===== src/rtl/csq_pkg.sv =====
package csq_pkg;

  localparam int unsigned SLOT_W = 3;
  localparam int unsigned NUM_EV = 3;
  localparam int unsigned EV_DONE = 0;
  localparam int unsigned EV_GSR  = 1;
  localparam int unsigned EV_IO   = 2;
  localparam logic [SLOT_W-1:0] LAST_SLOT = SLOT_W'(4);

  typedef enum logic [1:0] {
    ST_CLEAR  = 2'd0,
    ST_CONFIG = 2'd1,
    ST_RUN    = 2'd2
  } csq_state_e;

  typedef struct packed {
    logic user_clk;
    logic sync;
  } csq_mode_t;

  // Raw slot fields above the last legal slot behave as the last slot.
  function automatic logic [SLOT_W-1:0] slot_clamp(input logic [SLOT_W-1:0] raw);
    return (raw > LAST_SLOT) ? LAST_SLOT : raw;
  endfunction

  // Number of earlier strobes that must have passed before slot s fires.
  function automatic logic [SLOT_W-1:0] slot_prior(input logic [SLOT_W-1:0] s);
    return (s == '0) ? '0 : s - 1'b1;
  endfunction

  function automatic csq_mode_t mode_decode(input logic [1:0] sel);
    csq_mode_t m;
    m.user_clk = sel[1];
    m.sync     = sel[0];
    return m;
  endfunction

endpackage


===== src/rtl/csq_len_counter.sv =====
module csq_len_counter #(
  parameter int unsigned LEN_W = 16
) (
  input  logic             clk,
  input  logic             rst_n,
  input  logic             clr,
  input  logic             inc,
  input  logic [LEN_W-1:0] limit,
  output logic             at_limit
);

  logic [LEN_W-1:0] cnt_q;

  assign at_limit = (cnt_q == limit);

  always_ff @(posedge clk or negedge rst_n) begin
    if (!rst_n)                 cnt_q <= '0;
    else if (clr)               cnt_q <= '0;
    else if (inc && !at_limit)  cnt_q <= cnt_q + 1'b1;
  end

  a_r2_count_bounded: assert property (@(posedge clk) disable iff (!rst_n)
    (!clr && at_limit) |=> (cnt_q == $past(cnt_q)) || $past(limit) != limit);

endmodule


===== src/rtl/csq_tick_counter.sv =====
module csq_tick_counter #(
  parameter int unsigned W = 3
) (
  input  logic         clk,
  input  logic         rst_n,
  input  logic         clr,
  input  logic         inc,
  output logic [W-1:0] cnt
);

  localparam logic [W-1:0] TOP = '1;

  always_ff @(posedge clk or negedge rst_n) begin
    if (!rst_n)                 cnt <= '0;
    else if (clr)               cnt <= '0;
    else if (inc && cnt != TOP) cnt <= cnt + 1'b1;
  end

  a_r6_count_saturates: assert property (@(posedge clk) disable iff (!rst_n)
    (!clr && cnt == TOP) |=> cnt == TOP);

endmodule


===== src/rtl/csq_done_sync.sv =====
module csq_done_sync (
  input  logic clk,
  input  logic rst_n,
  input  logic din,
  output logic dout
);

  logic stage1_q;
  logic stage2_q;

  always_ff @(posedge clk or negedge rst_n) begin
    if (!rst_n) begin
      stage1_q <= 1'b0;
      stage2_q <= 1'b0;
    end else begin
      stage1_q <= din;
      stage2_q <= stage1_q;
    end
  end

  assign dout = stage2_q;

endmodule


===== src/rtl/csq_event_timer.sv =====
module csq_event_timer
  import csq_pkg::*;
#(
  parameter bit SYNC_CAPABLE = 1'b1
) (
  input  logic              clk,
  input  logic              rst_n,
  input  logic              clr,
  input  logic              run,
  input  logic              tick,
  input  logic              sync_mode,
  input  logic              line_high,
  input  logic [SLOT_W-1:0] slot_raw,
  input  logic [SLOT_W-1:0] edge_cnt,
  input  logic [SLOT_W-1:0] post_cnt,
  output logic              fired
);

  logic [SLOT_W-1:0] slot;
  logic              gated;
  logic              free_hit;
  logic              sync_hit;
  logic              fire_now;

  assign slot     = slot_clamp(slot_raw);
  assign gated    = SYNC_CAPABLE && sync_mode;
  assign free_hit = tick && (edge_cnt == slot);
  assign sync_hit = line_high && ((slot == '0) || (tick && post_cnt == slot_prior(slot)));
  assign fire_now = run && (gated ? sync_hit : free_hit);

  always_ff @(posedge clk or negedge rst_n) begin
    if (!rst_n)        fired <= 1'b0;
    else if (clr)      fired <= 1'b0;
    else if (fire_now) fired <= 1'b1;
  end

  a_r6_waits_for_line: assert property (@(posedge clk) disable iff (!rst_n)
    (gated && !line_high && !fired) |=> !fired);

  a_r5_free_needs_tick: assert property (@(posedge clk) disable iff (!rst_n)
    (!gated && !tick && !fired) |=> !fired);

endmodule


===== src/rtl/cfg_startup_seq.sv =====
module cfg_startup_seq
  import csq_pkg::*;
#(
  parameter int unsigned LEN_W = 16
) (
  input  logic             clk,
  input  logic             rst_n,
  input  logic             prog_n,
  input  logic [1:0]       mode_sel,
  input  logic [LEN_W-1:0] len_limit,
  input  logic [2:0]       done_slot,
  input  logic [2:0]       gsr_slot,
  input  logic [2:0]       io_slot,
  input  logic             init_done,
  input  logic             frame_end,
  input  logic             cclk_en,
  input  logic             uclk_en,
  input  logic             done_sense,
  output logic             done_drive_low,
  output logic             gsr_active,
  output logic             io_enable,
  output logic             io_hiz_req,
  output logic             cfg_clear_req,
  output logic             startup_done
);

  csq_state_e        state_q;
  csq_mode_t         mode_q;
  logic [LEN_W-1:0]  len_q;
  logic [SLOT_W-1:0] slot_q  [NUM_EV];
  logic [SLOT_W-1:0] slot_in [NUM_EV];
  logic              frame_q;

  // Named internal events, visible to the assertions.
  logic              clr;
  logic              leave_clear;
  logic              run;
  logic              tick;
  logic              at_limit;
  logic              start_now;
  logic              line_sync;
  logic [SLOT_W-1:0] edge_cnt;
  logic [SLOT_W-1:0] post_cnt;
  logic [NUM_EV-1:0] fired;

  assign slot_in[EV_DONE] = done_slot;
  assign slot_in[EV_GSR]  = gsr_slot;
  assign slot_in[EV_IO]   = io_slot;

  assign clr         = !prog_n || (state_q == ST_CLEAR);
  assign leave_clear = prog_n && (state_q == ST_CLEAR);
  assign run         = (state_q == ST_RUN);
  assign tick        = mode_q.user_clk ? uclk_en : cclk_en;
  assign start_now   = (state_q == ST_CONFIG) && at_limit && frame_q;

  always_ff @(posedge clk or negedge rst_n) begin
    if (!rst_n) begin
      state_q <= ST_CLEAR;
    end else if (!prog_n) begin
      state_q <= ST_CLEAR;
    end else begin
      unique case (state_q)
        ST_CLEAR:  state_q <= ST_CONFIG;
        ST_CONFIG: if (start_now) state_q <= ST_RUN;
        default:   state_q <= ST_RUN;
      endcase
    end
  end

  always_ff @(posedge clk or negedge rst_n) begin
    if (!rst_n) begin
      mode_q <= mode_decode(2'b01);
      len_q  <= '0;
      for (int i = 0; i < NUM_EV; i++) slot_q[i] <= '0;
    end else if (leave_clear) begin
      mode_q <= mode_decode(mode_sel);
      len_q  <= len_limit;
      for (int i = 0; i < NUM_EV; i++) slot_q[i] <= slot_in[i];
    end
  end

  always_ff @(posedge clk or negedge rst_n) begin
    if (!rst_n)                                    frame_q <= 1'b0;
    else if (clr)                                  frame_q <= 1'b0;
    else if (state_q == ST_CONFIG && frame_end)    frame_q <= 1'b1;
  end

  csq_len_counter #(.LEN_W(LEN_W)) u_len (
    .clk      (clk),
    .rst_n    (rst_n),
    .clr      (clr),
    .inc      ((state_q == ST_CONFIG) && init_done && cclk_en),
    .limit    (len_q),
    .at_limit (at_limit)
  );

  csq_done_sync u_sync (
    .clk   (clk),
    .rst_n (rst_n),
    .din   (done_sense),
    .dout  (line_sync)
  );

  csq_tick_counter #(.W(SLOT_W)) u_edge_cnt (
    .clk   (clk),
    .rst_n (rst_n),
    .clr   (clr),
    .inc   (run && tick),
    .cnt   (edge_cnt)
  );

  csq_tick_counter #(.W(SLOT_W)) u_post_cnt (
    .clk   (clk),
    .rst_n (rst_n),
    .clr   (clr),
    .inc   (run && tick && line_sync),
    .cnt   (post_cnt)
  );

  for (genvar g = 0; g < NUM_EV; g++) begin : g_ev
    csq_event_timer #(.SYNC_CAPABLE(g != EV_DONE)) u_timer (
      .clk       (clk),
      .rst_n     (rst_n),
      .clr       (clr),
      .run       (run),
      .tick      (tick),
      .sync_mode (mode_q.sync),
      .line_high (line_sync),
      .slot_raw  (slot_q[g]),
      .edge_cnt  (edge_cnt),
      .post_cnt  (post_cnt),
      .fired     (fired[g])
    );
  end

  assign done_drive_low = !fired[EV_DONE];
  assign gsr_active     = !fired[EV_GSR];
  assign io_enable      = fired[EV_IO];
  assign io_hiz_req     = !fired[EV_IO];
  assign cfg_clear_req  = (state_q == ST_CLEAR);
  assign startup_done   = &fired;

  a_r1_clear_holds: assert property (@(posedge clk) disable iff (!rst_n)
    (state_q == ST_CLEAR) |-> (fired == '0));

  a_r2_idle_until_start: assert property (@(posedge clk) disable iff (!rst_n)
    (state_q != ST_RUN) |-> (fired == '0));

  a_r10_abort: assert property (@(posedge clk) disable iff (!rst_n)
    !prog_n |=> (state_q == ST_CLEAR) && (fired == '0));

  a_r9_status_sticky: assert property (@(posedge clk) disable iff (!rst_n)
    (startup_done && prog_n) |=> startup_done);

endmodule


===== config.mk =====
export PLATFORM = sky130hd
export DESIGN_NAME = cfg_startup_seq
export DESIGN_NICKNAME = d
export VERILOG_FILES = /design/src/rtl/csq_pkg.sv /design/src/rtl/csq_len_counter.sv /design/src/rtl/csq_tick_counter.sv /design/src/rtl/csq_done_sync.sv /design/src/rtl/csq_event_timer.sv /design/src/rtl/cfg_startup_seq.sv
export SDC_FILE = /design/constraint.sdc
export NUM_CORES = 1
export LEC_CHECK = 0
export CAP_MARGIN = 10
export CORE_MARGIN = 2
export CORE_UTILIZATION = 35
export DETAILED_ROUTE_END_ITERATION = 8
export GPL_TIMING_DRIVEN = 0
export SLEW_MARGIN = 20
export SYNTH_ARGS = -nofsm -noshare
export SYNTH_HDL_FRONTEND = slang
export SYNTH_SLANG_ARGS = --single-unit

===== constraint.sdc =====
create_clock -name clk -period 2.25 [get_ports clk]
set_input_delay 0.45 -clock clk [delete_from_list [all_inputs] [get_ports clk]]
set_output_delay 0.45 -clock clk [all_outputs]
set_load 0.01 [all_outputs]

==> metrics.yaml <==
p_per_area_nw_per_um2: 611
status: "complete, no violations"
cp_data_required_time_ps: 1800
drv_cap: 0
path_class: "reg -> out"
dp_slack_ps: -125
synth_cell_type_count: 42
clk_latency_ps: 330
place_area_sq_um: 3590
synth-async-reset-ratio_pct: 100
grt_pass1_vias: 2418
drtIter0Drc: 119
antenna_found_initial: 0
cts_buffer_depth: 2
setup_viol: 0
initial_core_util_pct: 36.6
clkTransAtPathRegs_ps: 70
syn_nets: 333
max_freq_mhz: 480
finalCriticalPeriod_ps: 2080
die-area_sq_um: 9440
hpwl_mm: 5.07
cts_inserted_buffers: 9
globalRoute.totalOverflow: 0
max_slew_margin_pct: 61.2
hp-class: "reg -> reg"
htree_levels: 3
grt_usage_pct: 15.7
rows: 33
postLayoutCellArea_sq_um: 3770
fp.dieH_um: 97.1
ant_nets: 0
dr_total_vias: 2351
place_inst: 435
grt_pass1_wl_mm: 12.0
syn_to_final_growth_pct: 24.0
wl_per_cell_um: 15.1
yosys-top-cells-area: "dfrtp_1 (46%), mux2_2 (9.3%), xnor2_1 (6.3%), ha_1 (3.7%), a21oi_1 (3.5%)"
grt_max_degree: 46
wl_mm: 6.84
yosys-top-cells-count: "dfrtp_1 (56), mux2_2 (25), xnor2_1 (22)"
worstMarginPinSlew_ps: 582
die_w_um: 97.1
avgSynthCellArea_sq_um: 10.5
cts.sinks: 57
drtPass1Iterations: 4
layout-drive-gt1-share_pct: 15.3
post_cts_resized: 0
drc: 0
yosys_warnings: 0
cts_root_buffer: "clkbuf_8"
rsz0062_at_grt: "no"
cp_max_fo: 8
port_buffers: 40
hold_viol_final: 0
coreArea_sq_um: 8300
post_drt_via_cell_ratio: 5.20
synth_area_sq_um: 3040
ys_seq_elements: 57
synth-seq-area-share_pct: 47.0
fillers: 790
cts_tree: "done"
p_leak_nw: 1.47
setup_slack_ps: 168
synth-main-ff-cell: "dfrtp_1"
cp-end-kind: "primary output"
register_area_sq_um: 1430
nNetsFinal: 386
crit_arrival_ps: 1630
gp_congestion: 0.833
multi_input_area_sq_um: 1470
ir_worst_vdd_uv: 299
period_share_pct: 92.5
synth_top_area_share_pct: 46.1
synth_edf_count: 0
num_io_pins: 41
yosysMostFrequentCell: "dfrtp_1"
maxSlewViolCount: 0
synth_top_area_cell: "dfrtp_1"
fin_cells: 452
antenna_cells: 0
start_kind: "flop"
skew_ps: 6.51
syn_inst: 289
layer usage:
layer  GRT usage, %  routed length [um]
met1           22.4                3390
met2           23.7                3180
met3           2.16                 161
met4           7.04                 105
met5              0                   0
metrics by stage:
step | utilization [%] | hold slack [ps] | setup TNS [ps] | total power [mW]
after global routing | 45.4 | 378 | 0 | 2.42
after floorplan | - | 154 | 0 | 1.37
after detailed placement | 43.3 | 314 | -439 | 1.53
after CTS | 45.4 | 360 | 0 | 2.33
final | 45.4 | 354 | 0 | 2.30
after global placement | 43.0 | 339 | -63540 | 1.51
final timing paths:
kind / from / end / slack (ps) / cells past startpoint
setup / recovery: state_q[0] / cfg_clear_req / 170 / 3
hold / removal: u_sync.stage1_q / u_sync.dout / 350 / 0
setup reg to reg: u_len.cnt_q[3] / state_q[0] / 280 / 7
hold reg to reg: u_sync.stage1_q / u_sync.dout / 350 / 0
max in group asynchronous: rst_n / mode_q[0] / 1230 / 3
min in group asynchronous: rst_n / len_q[1] / 510 / 2
cell usage in the layout, fill, tap and decap left out, types with 4 or more instances in the layout:
master and instances:
or3_1 13, xnor2_1 22, o31ai_1 6, o21ai_0 12, nand4_1 9, mux2_2 25, nand2_1 11, ha_1 9
nand3_1 9, clkbuf_8 9, clkinv_2 4, nor3_1 7, buf_2 4, or4_1 4, nor2b_1 5, clkbuf_1 8
a21oi_1 21, nor2_1 10, inv_1 11, dfrtp_1 56, clkdlybuf4s50_1 39, xor2_1 5, o21ai_1 9
where the power goes:
part           internal, mW  switching, mW  total [mW]
sequential             1.10         0.0719        1.18
clock                 0.391          0.407       0.798
combinational         0.191          0.135       0.326
cells by family after synthesis:
logic type               Yosys count  share of synthesized area (%)
XOR/XNOR                          27                           7.79
adder cells (fa/ha/maj)            9                           3.71
AO/OA/AOI/OAI                     58                           11.0
flip-flops                        57                           47.0
multiplexers                      27                           9.93
buffers and inverters             28                           4.49
AND/OR/NAND/NOR                   83                           16.1
repair_timing:
action	4_1_cts	5_1_grt
setup buffers	0	0
hold buffers	1	0
endpoints found under the hold margin	12	0
worst max-delay path, stage by stage (launching register included):
cell and delay, ps:
dfrtp_1 360, buf_2 160, nor2_1 210, clkdlybuf4s50_1 580
sequential cells by signal (all words and copies together) (netlist names):
signal / count
len_q: 16
g_ev.u_timer.fired: 3
u_edge_cnt.cnt: 3
u_len.cnt_q: 16
u_post_cnt.cnt: 3
frame_q: 1
slot_q: 9
u_sync.dout: 1
mode_q: 2
state_q: 2
u_sync.stage1_q: 1
cell type report:
type / instances / area share [%]
repair buffers: 42 / 11.6
inverters: 11 / 1.10
flip-flops and latches: 57 / 37.9
multi-input cells: 204 / 39.1
plain buffers: 17 / 2.52
clock inverters: 6 / 0.930
well taps: 105 / 3.49
clock buffers: 10 / 3.39
No activity file was read; power rests on OpenSTA's default activity.
